`config.mk`:
```
export PLATFORM = sky130hd
export DESIGN_NAME = gpio_cluster
export DESIGN_NICKNAME = d
export VERILOG_FILES = /design/src/rtl/gpio_pkg.sv /design/src/rtl/gpio_sync.sv /design/src/rtl/gpio_bank.sv /design/src/rtl/gpio_cluster.sv
export SDC_FILE = /design/constraint.sdc
export NUM_CORES = 1
export LEC_CHECK = 0
export CAP_MARGIN = 10
export CORE_MARGIN = 2
export CORE_UTILIZATION = 32
export CTS_CLUSTER_SIZE = 8
export DETAILED_ROUTE_END_ITERATION = 8
export REMOVE_ABC_BUFFERS = 1
export SYNTH_ARGS = -nofsm -noshare
export SYNTH_HDL_FRONTEND = slang
export SYNTH_SLANG_ARGS = --single-unit
export TNS_END_PERCENT = 5
```
`constraint.sdc`:
```
create_clock -name clk -period 5.88 [get_ports clk]
set_input_delay 1.176 -clock clk [delete_from_list [all_inputs] [get_ports clk]]
set_output_delay 1.176 -clock clk [all_outputs]
set_load 0.1 [all_outputs]
```
`src/rtl/gpio_pkg.sv`:
```
// Shared definitions for the set/clear GPIO cluster.
// Assumes a 32-bit register bus and 16 word slots per 64-byte window.
package gpio_pkg;
    localparam int unsigned REG_W  = 32;
    localparam int unsigned SLOT_W = 4;

    // Word slot inside a bank window; the order is the software contract.
    typedef enum logic [SLOT_W-1:0] {
        SLOT_OE_SET  = 4'd0,   // read: enables, write: set enables
        SLOT_OE_CLR  = 4'd1,   // read: zero,    write: clear enables
        SLOT_DAT_SET = 4'd2,   // read: data,    write: set data
        SLOT_DAT_CLR = 4'd3    // read: pins,    write: clear data
    } slot_e;
endpackage

```
`src/rtl/gpio_sync.sv`:
```
// Two-flop level synchroniser for a vector of asynchronous pins.
// Assumes each bit is independent (no multi-bit coherence is promised).
module gpio_sync #(
    parameter int unsigned WIDTH = 32
) (
    input  logic             clk,
    input  logic             rst_n,
    input  logic [WIDTH-1:0] async_i,
    output logic [WIDTH-1:0] sync_o
);
    logic [WIDTH-1:0] meta_q;
    logic [WIDTH-1:0] stable_q;

    // Purpose: shift raw levels through two register stages.
    always_ff @(posedge clk) begin
        if (!rst_n) begin
            meta_q   <= '0;
            stable_q <= '0;
        end else begin
            meta_q   <= async_i;
            stable_q <= meta_q;
        end
    end

    assign sync_o = stable_q;
endmodule

```
`src/rtl/gpio_bank.sv`:
```
// One GPIO bank: enable and data registers changed only through
// write-one-to-set / write-one-to-clear slots, plus synchronised pin readback.
// Assumes the parent decodes the window and hands in sel and a word slot.
module gpio_bank
    import gpio_pkg::*;
#(
    parameter int unsigned LINES = 32
) (
    input  logic              clk,
    input  logic              rst_n,
    input  logic              sel,
    input  logic              wr,
    input  logic [SLOT_W-1:0] slot,
    input  logic [REG_W-1:0]  wdata,
    output logic [REG_W-1:0]  rdata,
    input  logic [LINES-1:0]  pin_in,
    output logic [LINES-1:0]  oe_q,
    output logic [LINES-1:0]  dat_q
);
    logic [LINES-1:0] pin_s;
    logic [LINES-1:0] mask;
    slot_e            slot_e_w;

    assign mask     = wdata[LINES-1:0];
    assign slot_e_w = slot_e'(slot);

    gpio_sync #(.WIDTH(LINES)) u_sync (
        .clk     (clk),
        .rst_n   (rst_n),
        .async_i (pin_in),
        .sync_o  (pin_s)
    );

    // Purpose: apply set/clear masks to the enable and data registers.
    always_ff @(posedge clk) begin
        if (!rst_n) begin
            oe_q  <= '0;
            dat_q <= '0;
        end else if (sel && wr) begin
            case (slot_e_w)
                SLOT_OE_SET:  oe_q  <= oe_q | mask;
                SLOT_OE_CLR:  oe_q  <= oe_q & ~mask;
                SLOT_DAT_SET: dat_q <= dat_q | mask;
                SLOT_DAT_CLR: dat_q <= dat_q & ~mask;
                default: ;
            endcase
        end
    end

    // Purpose: select the read view for the addressed slot, zero otherwise.
    always_comb begin
        rdata = '0;
        if (sel) begin
            case (slot_e_w)
                SLOT_OE_SET:  rdata[LINES-1:0] = oe_q;
                SLOT_DAT_SET: rdata[LINES-1:0] = dat_q;
                SLOT_DAT_CLR: rdata[LINES-1:0] = pin_s;
                default:      rdata = '0;
            endcase
        end
    end
endmodule

```
`src/rtl/gpio_cluster.sv`:
```
// GPIO cluster: window decoder, read-only identification word, and
// NUM_BANKS set/clear GPIO banks. Window 0 holds the ID word, window k+1
// holds bank k. Assumes word addressing and single-cycle writes.
module gpio_cluster
    import gpio_pkg::*;
#(
    parameter int unsigned    NUM_BANKS = 3,
    parameter int unsigned    LINES     = 32,
    parameter int unsigned    ADDR_W    = 7,
    parameter logic [REG_W-1:0] ID_WORD = 32'h0000_9370
) (
    input  logic                       clk,
    input  logic                       rst_n,
    input  logic [ADDR_W-1:0]          bus_word,
    input  logic                       bus_wr,
    input  logic [REG_W-1:0]           bus_wdata,
    output logic [REG_W-1:0]           bus_rdata,
    input  logic [NUM_BANKS*LINES-1:0] pin_in,
    output logic [NUM_BANKS*LINES-1:0] pin_oe,
    output logic [NUM_BANKS*LINES-1:0] pin_out
);
    localparam int unsigned WIN_W = ADDR_W - SLOT_W;

    logic [WIN_W-1:0]  win;
    logic [SLOT_W-1:0] slot;
    logic [REG_W-1:0]  id_rd;
    logic [REG_W-1:0]  bank_rd [NUM_BANKS];

    assign win  = bus_word[ADDR_W-1:SLOT_W];
    assign slot = bus_word[SLOT_W-1:0];

    // Purpose: identification window, only its first word is non-zero.
    always_comb begin
        id_rd = '0;
        if (win == '0 && slot == '0) id_rd = ID_WORD;
    end

    for (genvar g = 0; g < NUM_BANKS; g++) begin : g_bank
        logic             sel;
        logic [LINES-1:0] oe_w;
        logic [LINES-1:0] dat_w;

        assign sel = (win == WIN_W'(g + 1));

        gpio_bank #(.LINES(LINES)) u_bank (
            .clk    (clk),
            .rst_n  (rst_n),
            .sel    (sel),
            .wr     (bus_wr),
            .slot   (slot),
            .wdata  (bus_wdata),
            .rdata  (bank_rd[g]),
            .pin_in (pin_in[g*LINES +: LINES]),
            .oe_q   (oe_w),
            .dat_q  (dat_w)
        );

        assign pin_oe[g*LINES +: LINES]  = oe_w;
        assign pin_out[g*LINES +: LINES] = dat_w & oe_w;
    end

    // Purpose: merge read data, at most one source is non-zero.
    always_comb begin
        bus_rdata = id_rd;
        for (int k = 0; k < NUM_BANKS; k++) bus_rdata = bus_rdata | bank_rd[k];
    end
endmodule

```
* Word level (Yosys, flattened, before mapping) *
Cells that the tools add are included.
Widths: inputs -> output; s select.

storage, ports and cells
  bits in registers = 384
  latch bits = 0
  RAM bits = 0
  bits in read-only memories = 0
  input port bits = 138
  output and inout bits = 224
  logic and storage cells = 64
  memories kept = 0

cells by class
  add/subtract/negate cells = 0
  $mul = 0
  div/mod/pow operators = 0
  magnitude comparators = 0
  eq/ne operators = 6
  shift-type cells = 0
  muxes and demuxes = 13
  bitwise operators = 19
  reduce and logical (&&, ||, !) cells = 14

operators with widths
  operator            number
  $pmux 32 s2         6
  $and 32x32->32      9
  $or 32x32->32       9
  $pmux 32 s3         3
  $mux 32             3
  $not 32->32         1
  $mux 16             1
  $reduce_and 2->1    6
  $eq 4x2->1 const B  2
  $eq 3x2->1 const B  2
  $eq 4x1->1 const B  1
  $logic_and 1x1->1   4
  $logic_not 4->1     1
  $reduce_bool 2->1   2
  $eq 3x1->1 const B  1
  $logic_not 3->1     1

* Longest topological paths before layout *
Gate-level depths: netlist (run 1).

  depth in word-level cells = 6
  mapped depth = 8
  depth with buffers taken out = 4

* Hierarchy *
A second synthesis (run 1) with hierarchy kept.

unflattened totals
  cells, all modules = 1595
  area, all modules = 15827.7 um^2

modules (own cells, without submodules)
  module        times used  cells each  area an instance (um^2)  seq. area each (um^2)
  gpio_bank     3           351         3193.1                   1281.2
  gpio_sync     3           134         1791.7                   1281.2
  gpio_cluster  1           140         873.3                    0.0

* Least setup slack after synthesis (run 1) *
OpenSTA, ideal clock, no wires.

  path type = in2out
  start = in bus_word[0]
  end = out bus_rdata[15]
  arrival = 5016 ps
  data required time = 4704 ps
  path slack = -312 ps
  stages = 6
  buffers on the path = 3
  cells stage by stage = clkbuf_1 -> buf_2 -> buf_1 -> nor3b_1 -> a21oi_1 -> o41ai_1

on the way
  cells in the longest elaborated chain, start to end = 6
  elaborated cells on any way between the ends = 14
  those cells by class = eq/ne: 2; mux: 7; bitwise: 3; reduce/logical: 2

ends and longest elaborated chain
  what                                                     line                                 text
  from (decl)                                              gpio_cluster.sv:14                   input logic [ADDR_W-1:0] bus_word,
  $eq 4x2->1 / $logic_not 4->1 (equally long branches)     gpio_bank.sv:54, gpio_cluster.sv:35
  $pmux 32 s3 / $logic_and 1x1->1 (equally long branches)  gpio_bank.sv:54, gpio_cluster.sv:35
  $mux 32 / $mux 16 (equally long branches)                gpio_bank.sv:53, gpio_cluster.sv:35
  $or 32x32->32 (2 in a row)                               gpio_cluster.sv:65                   for (int k = 0; k < NUM_BANKS; k++) bus_rdata = bus_rdata | bank_rd[k];
  $or 32x32->32 *                                          gpio_cluster.sv:65
  to (decl)                                                gpio_cluster.sv:17                   output logic [REG_W-1:0] bus_rdata,

Every way passes the cells marked *; elsewhere a longest branch is shown, timed or not.

* Worst setup path in the final report (run 1) *
  start = in bus_word[4]
  end = out bus_rdata[1]

on the way
  cells in the longest elaborated chain, start to end = 5
  elaborated cells on any way between the ends = 9
  those cells by class = eq/ne: 3; mux: 3; bitwise: 3

ends and longest elaborated chain
  what                        line                text
  $eq 3x1->1                  gpio_cluster.sv:43  assign sel = (win == WIN_W'(g + 1));
  $mux 32                     gpio_bank.sv:53     if (sel) begin
  $or 32x32->32 (2 in a row)  gpio_cluster.sv:65
  $or 32x32->32 *             gpio_cluster.sv:65

Marks and branches as above.

==> results of run 1 <==
==> layer usage <==
metal,global-route usage (%),vias to the layer above,wire [microns]
met4,7.22,0,1380
li1,-,6247,-
met5,0,-,0
met2,33.0,450,24400
met3,3.74,97,3180
met1,26.2,6478,23500
==> cell type report <==
type,instances,area (sq um)
fillers,4679,27400
flip-flops and latches,384,7690
multi-input cells,1093,7490
repair buffers,385,4050
clock buffers,58,1400
well taps,664,831
clock inverters,2,38.8
inverters,3,13.8
diodes,2,5.00
==> synth_stat cells <==
master and number:
nor2b_1 3, buf_2 32, a311oi_2 20, mux2i_1 166
inv_1 2, nor2_4 2, or3_1 6, or4b_4 1
buf_1 15, nor4_1 1, nor2_1 21, nor3_2 1
nor3_1 2, clkinv_1 1, a32oi_1 1, o41ai_1 1
nand2_1 234, or3b_2 2, o32a_1 1, clkbuf_1 112
dfxtp_1 384, o221ai_1 19, o22ai_1 24, nor3_4 1
a22o_1 1, a22oi_1 31, and3_1 1, buf_4 4
o21bai_1 1, buf_6 3, a21oi_2 20, a311oi_1 76
and2_1 289, a21oi_1 102, mux2_2 20, nor3b_1 4
o2bb2ai_1 38, nor3b_2 1, nand3b_1 1, nand2b_1 2
==> worst max path at each step <==
| stage | startpoint | endpoint | slack (ns) | depth (start not counted) |
|---|---|---|---|---|
| 2_1_floorplan | bus_word[2] | bus_rdata[0] | -3.94 | 3 |
| 3_3_place_gp | bus_word[4] | bus_rdata[0] | 0.86 | 6 |
| 3_5_place_dp | bus_word[4] | bus_rdata[1] | 0.78 | 6 |
| 4_1_cts | bus_word[4] | bus_rdata[1] | 0.76 | 6 |
| 5_1_grt | bus_word[4] | bus_rdata[31] | 0.71 | 6 |
| 6_report | bus_word[4] | bus_rdata[1] | 0.83 | 6 |
==> power by group through the flow <==
stage                     registers [mW]  clock network [mW]  logic [mW]
after global routing                2.70                2.95       0.423
after CTS                           2.69                2.83       0.397
final                               2.69                2.75       0.395
after detailed placement            2.74                   0       0.396
after global placement              2.74                   0       0.393
after floorplan                     2.76                   0       0.123
==> cell families after synthesis <==
group	count (synthesis)	synth area share (%)
simple gates	572	18.8
flops	384	48.5
compound gates	335	16.3
mux	186	11.9
buf+inv	169	4.49
==> worst max-delay path: stages <==
cell	delay [ns]
clkdlybuf4s50_1	0.96
nor2b_4	0.58
buf_4	0.42
a22oi_1	0.16
o22ai_1	0.21
buf_4	0.34
==> through the flow <==
| step | total power [mW] | hold slack [ns] | TNS, ns | utilization, % | worst slack, ns |
|---|---|---|---|---|---|
| finish | 5.84 | 0.409 | 0 | 44.0 | 0.828 |
| global route | 6.07 | 0.426 | 0 | 44.0 | 0.708 |
| CTS | 5.92 | 0.415 | 0 | 44.0 | 0.761 |
| detailed placement | 3.14 | 0.417 | 0 | 41.0 | 0.777 |
| global placement | 3.14 | 0.415 | 0 | 41.0 | 0.863 |
| floorplan | 2.88 | 0.406 | -111.82 | - | -3.94 |
==> impl_metrics.csv, run 1 <==
group,metric,value,unit
power_and_ir_drop,p_int,4.52,mW
yosys,ys_ff_latch,384,
timing,finalCritPeriodShare,85.9,%
detailed_routing,dr.pass1.iters,4,
worst_setup_path,path_class,"in2out",
placed_design,dpl.hpwl,33.7,mm
floorplanning,ios,362,
worst_hold_path,hold_path_end,"g_bank[2].u_bank.u_sync.sync_o[14]",
yosys,syn_area_per_cell,9.63,sq um
status,status,"finished, final reports clean",
worst_hold_path,hold_depth,1,
timing,rsz0062_at_grt,"no",
yosys,ys_warn_count,0,
placed_design,placed_cell_area,20100,sq um
detailed_routing,wl,52.4,mm
clock_tree,clock-root-buffer,"clkbuf_16",
yosys,seq_area_frac_synth,48.5,%
final_layout,layout_commonest_cell,"dfxtp_1",
clock_tree,htreeDepth,2,
worst_setup_path,ff2ff_path_depth,2,
power_and_ir_drop,power_frac_comb,6.8,%
power_and_ir_drop,pwr_density_cell,271,nW/um^2
floorplanning,row_count,81,
grt,grt_pass1_vias,13400,
flow_run,cap_viol_max_count,0,
clock_tree,clock_path_buffers,3,
timing,hold_viol_final,0,
power_and_ir_drop,seq_power_share,46.1,%
grt,grt_max_degree,221,
worst_setup_path,r2r_slack,4.98,ns
worst_setup_path,cp.arrival,3.88,ns
grt,antenna_found_initial,2,
floorplanning,die_area,51300,sq um
power_and_ir_drop,leakagePower,8.14,nW
yosys,synth_cell_type_count,40,
floorplanning,start_util,32.4,%
yosys,synth_area_leaders,"dfxtp_1 (49%), and2_1 (11%), mux2i_1 (10%)",
placed_design,gp_congestion,0.829,
final_layout,area_growth_syn_to_layout,35.8,%
grt,grt-ovfl-total,0,
detailed_routing,ant_nets,0,
floorplanning,die_w,227,microns
timing,report.final.setup_viol,0,
final_layout,final_cell_mix,"dfxtp_1 (384), clkdlybuf4s50_1 (326), and2_1 (289)",
floorplanning,die_y,227,microns
power_and_ir_drop,ir_worst_vdd,0.168,mV
final_layout,stdcell_count,2591,
grt,grt_pass1_wl,79.4,mm
yosys,yosys.area.top_type,"dfxtp_1",
power_and_ir_drop,power_switching,1.32,mW
clock_tree,clk_pin_slew,0.05,ns
clock_tree,cts_made_buffers,54,
detailed_routing,first_iter_violations,874,
grt,grt_usage,20.1,%
final_layout,drive_above_1_share,9.92,%
detailed_routing,wl_per_cell,20.2,microns
clock_tree,tritoncts,"done",
clock_tree,cts.repair.resized,0,
floorplanning,core,49000,sq um
worst_hold_path,hp-start,"g_bank[2].u_bank.u_sync.meta_q[14]",
timing,tightestPinTransition,1.11,ns
detailed_routing,viasPerCell,5.12,
clock_tree,cts.sinks,384,
yosys,yosysTopAreaCellShare,48.5,%
worst_setup_path,cp.required,4.70,ns
placed_design,place.port_buffers,361,
detailed_routing,vias,13300,
clock_tree,hold_buffers,0,
worst_setup_path,critPathLaunchType,"input port",
timing,slew_violations,0,
yosys,synth_area,15900,sq um
timing,finClkSkew,0.0262,ns
worst_hold_path,hp-class,"reg2reg",
final_layout,design_area,21500,sq um
power_and_ir_drop,p_sw_share,22.6,%
placed_design,numPlacedInstances,2529,
detailed_routing,route.detailed.drc,0,
worst_setup_path,worstPathMaxFanout,16,
timing,slew_headroom,25.8,%
final_layout,fin_nets,2059,
clock_tree,post-cts-setup-buffer-count,0,
timing,fmax,0.198,GHz
yosys,syn_inst,1646,
power_and_ir_drop,pwr-share-clk,47.1,%
timing,fin_crit,5.05,ns
worst_setup_path,end_kind,"output pin",
clock_tree,insertion_delay,0.58,ns
(Power assumes the default switching activity.)
==> inputs of run 2 (changes only) <==
ABC_AREA = 1   (was default)
==> impl_metrics.csv, run 2 <==
group,metric,value,unit
status,status,"finished, final reports clean",
power_and_ir_drop,p_total,5.92,mW
worst_setup_path,cp.required,4.70,ns
floorplanning,die_y,239,microns
worst_setup_path,path_common_cell,"nand3_1",
flow_run,cap_viol_max_count,0,
floorplanning,die_w,239,microns
power_and_ir_drop,power_frac_comb,7.7,%
yosys,syn_area_per_cell,6.54,sq um
final_layout,drive_above_1_share,4.66,%
worst_hold_path,hp-class,"reg2reg",
clock_tree,clock-root-buffer,"clkbuf_16",
placed_design,post-place-ws,1.10,ns
yosys,ys_top_cells_by_count,"nand2_1 (744), nand3_1 (519), inv_1 (429), dfxtp_1 (384), nor2_1 (196)",
worst_setup_path,cp_slowest_cell,"clkdlybuf4s50_1",
yosys,synth_edf_count,0,
clock_tree,hold_buffers,0,
placed_design,dpl.hpwl,36.5,mm
worst_setup_path,cp_top_family,"buffers and inverters",
clock_tree,insertion_delay,0.59,ns
placed_design,gp_congestion,0.792,
worst_setup_path,path_cells,"clkdlybuf4s50_1, nand3_1, inv_2, nand2_1, nand3_1, buf_12",
final_layout,final_cell_mix,"nand2_1 (744), nand3_1 (519), inv_1 (428)",
detailed_routing,wl_per_cell,16.1,microns
grt,antenna_found_initial,4,
final_layout,fin_nets,3077,
power_and_ir_drop,p_int,4.47,mW
power_and_ir_drop,leakagePower,11.3,nW
timing,finClkSkew,0.0108,ns
yosys,synth_area_leaders,"dfxtp_1 (44%), nand2_1 (16%), nand3_1 (15%)",
timing,report.final.setup_viol,0,
grt,grt_pass1_vias,15800,
power_and_ir_drop,seq_power_share,45.5,%
worst_setup_path,cp_num_buf_inv,3,
clock_tree,cts.sinks,384,
placed_design,place.port_buffers,361,
grt,grt-ovfl-total,0,
clock_tree,htreeDepth,2,
yosys,syn_inst,2702,
worst_setup_path,worstPathMaxFanout,32,
yosys,synth_flop_cell,"dfxtp_1",
timing,slew_violations,0,
floorplanning,die_area,57100,sq um
detailed_routing,route.detailed.drc,0,
worst_setup_path,max_stage_delay,0.87,ns
grt,grt_usage,20.0,%
floorplanning,ios,362,
timing,layout_setup_ws,1.05,ns
yosys,synth_cell_type_count,19,
timing,fin_crit,4.83,ns
yosys,ys_ff_latch,384,
yosys,synthArstFlopShare,0,%
timing,rsz0062_at_grt,"no",
yosys,synth_most_common_cell,"nand2_1",
final_layout,fillers,5723,
yosys,yosys.area.top_type,"dfxtp_1",
power_and_ir_drop,power_switching,1.46,mW
final_layout,area_growth_syn_to_layout,31.1,%
clock_tree,clock_path_buffers,3,
placed_design,placed_cell_area,21700,sq um
yosys,synth_area,17700,sq um
timing,fmax,0.207,GHz
timing,fin_setup_tns,0,ns
detailed_routing,dr.pass1.iters,5,
grt,grt_pass1_wl,90.5,mm
timing,whs,0.395,ns
yosys,seq_area_frac_synth,43.5,%
clock_tree,cts.repair.resized,0,
worst_setup_path,path_class,"in2out",
power_and_ir_drop,p_sw_share,24.6,%
final_layout,design_area,23200,sq um
clock_tree,cts_made_buffers,54,
timing,slew_headroom,22.3,%
clock_tree,tritoncts,"done",
timing,tightestPinTransition,1.16,ns
floorplanning,core,54900,sq um
detailed_routing,vias,17300,
floorplanning,row_count,86,
worst_setup_path,cp.arrival,3.66,ns
floorplanning,start_util,32.2,%
yosys,yosysTopAreaCellShare,43.5,%
grt,grt_max_degree,129,
detailed_routing,viasPerCell,4.74,
yosys,ys_warn_count,0,
final_layout,layout_commonest_cell,"nand2_1",
worst_setup_path,critPathLaunchType,"input port",
clock_tree,clk_pin_slew,0.05,ns
power_and_ir_drop,pwr-share-clk,46.8,%
timing,hold_viol_final,0,
timing,finalCritPeriodShare,82.2,%
power_and_ir_drop,ir_worst_vdd,0.205,mV
detailed_routing,wl,58.6,mm
clock_tree,post-cts-setup-buffer-count,0,
detailed_routing,ant_nets,0,
worst_setup_path,end_kind,"output pin",
detailed_routing,first_iter_violations,1022,
power_and_ir_drop,pwr_density_cell,256,nW/um^2
-- run 2: cell types whose count changed in the layout (fill, tap and decap cells not counted), sizes merged, moves of 19 or more --
cell / delta
a22oi: -31
a311oi: -96
and2: -289
inv: +430
mux2: -20
mux2i: -166
nand2: +510
nand3: +520
nand4: +72
nor2: +180
o221ai: -19
o22ai: -24
o2bb2ai: -38
-- run 2: path summary, 6_finish.rpt --
| path | startpoint | endpoint | slack, ns | cells after the start |
|---|---|---|---|---|
| worst max-delay path | bus_word[4] | bus_rdata[3] | 1.05 | 6 |
| worst min-delay path | g_bank[2].u_bank.u_sync.meta_q[7] | g_bank[2].u_bank.u_sync.sync_o[7] | 0.39 | 2 |
| worst max register to register | flop | flop | 5.10 | 4 |
| worst min register to register | g_bank[2].u_bank.u_sync.meta_q[7] | g_bank[2].u_bank.u_sync.sync_o[7] | 0.39 | 2 |
-- run 2: power groups by stage --
stage	Combinational (mW)	Sequential (mW)	Clock [mW]
finish	0.457	2.70	2.77
global route	0.501	2.70	2.96
CTS	0.460	2.69	2.85
detailed placement	0.458	2.75	0
global placement	0.456	2.75	0
floorplan	0.156	2.76	0
-- run 2: layer usage --
layer / global-route usage (%) / vias to the layer above / part of all wire, %
met4: 6.65 / 4 / 2.7
met3: 4.12 / 101 / 6.7
met1: 27.0 / 7826 / 46
met5: 0 / - / 0.048
met2: 31.9 / 544 / 45
li1: - / 8808 / -
-- run 2: area by class of cell --
cell class	count	area (sq um)	share of cell area, %
Multi-Input combinational cell	1677	7390	31.9
Sequential cell	384	7690	33.2
Clock buffer	57	1380	5.98
Timing Repair Buffer	389	4150	17.9
Tap cell	704	881	3.80
Clock inverter	3	37.5	0.162
Antenna cell	2	5.00	0.0216
Inverter	433	1630	7.02
-- run 2: worst register-to-register path, cell delays in order, from the launching register on --
cell and delay, ns:
dfxtp_1 0.45, inv_1 0.08, nand2_1 0.07, inv_1 0.04, nor2_1 0.08
-- run 2: metrics by stage --
stage | cells | utilization (%)
after global routing | 3648 | 42.2
after floorplan | 2494 | -
after detailed placement | 3587 | 39.6
after global placement | 3587 | 39.6
final | 3649 | 42.2
after CTS | 3647 | 42.2
-- run 2: cells by family (layout without fill, tap and decap cells) --
family,after synthesis,after routing,synth area share (%)
flip-flops,384,384,43.5
other,0,2,0
AO/OA/AOI/OAI,135,135,3.82
buffers and inverters,641,882,14.8
AND/OR/NAND/NOR,1542,1542,37.8
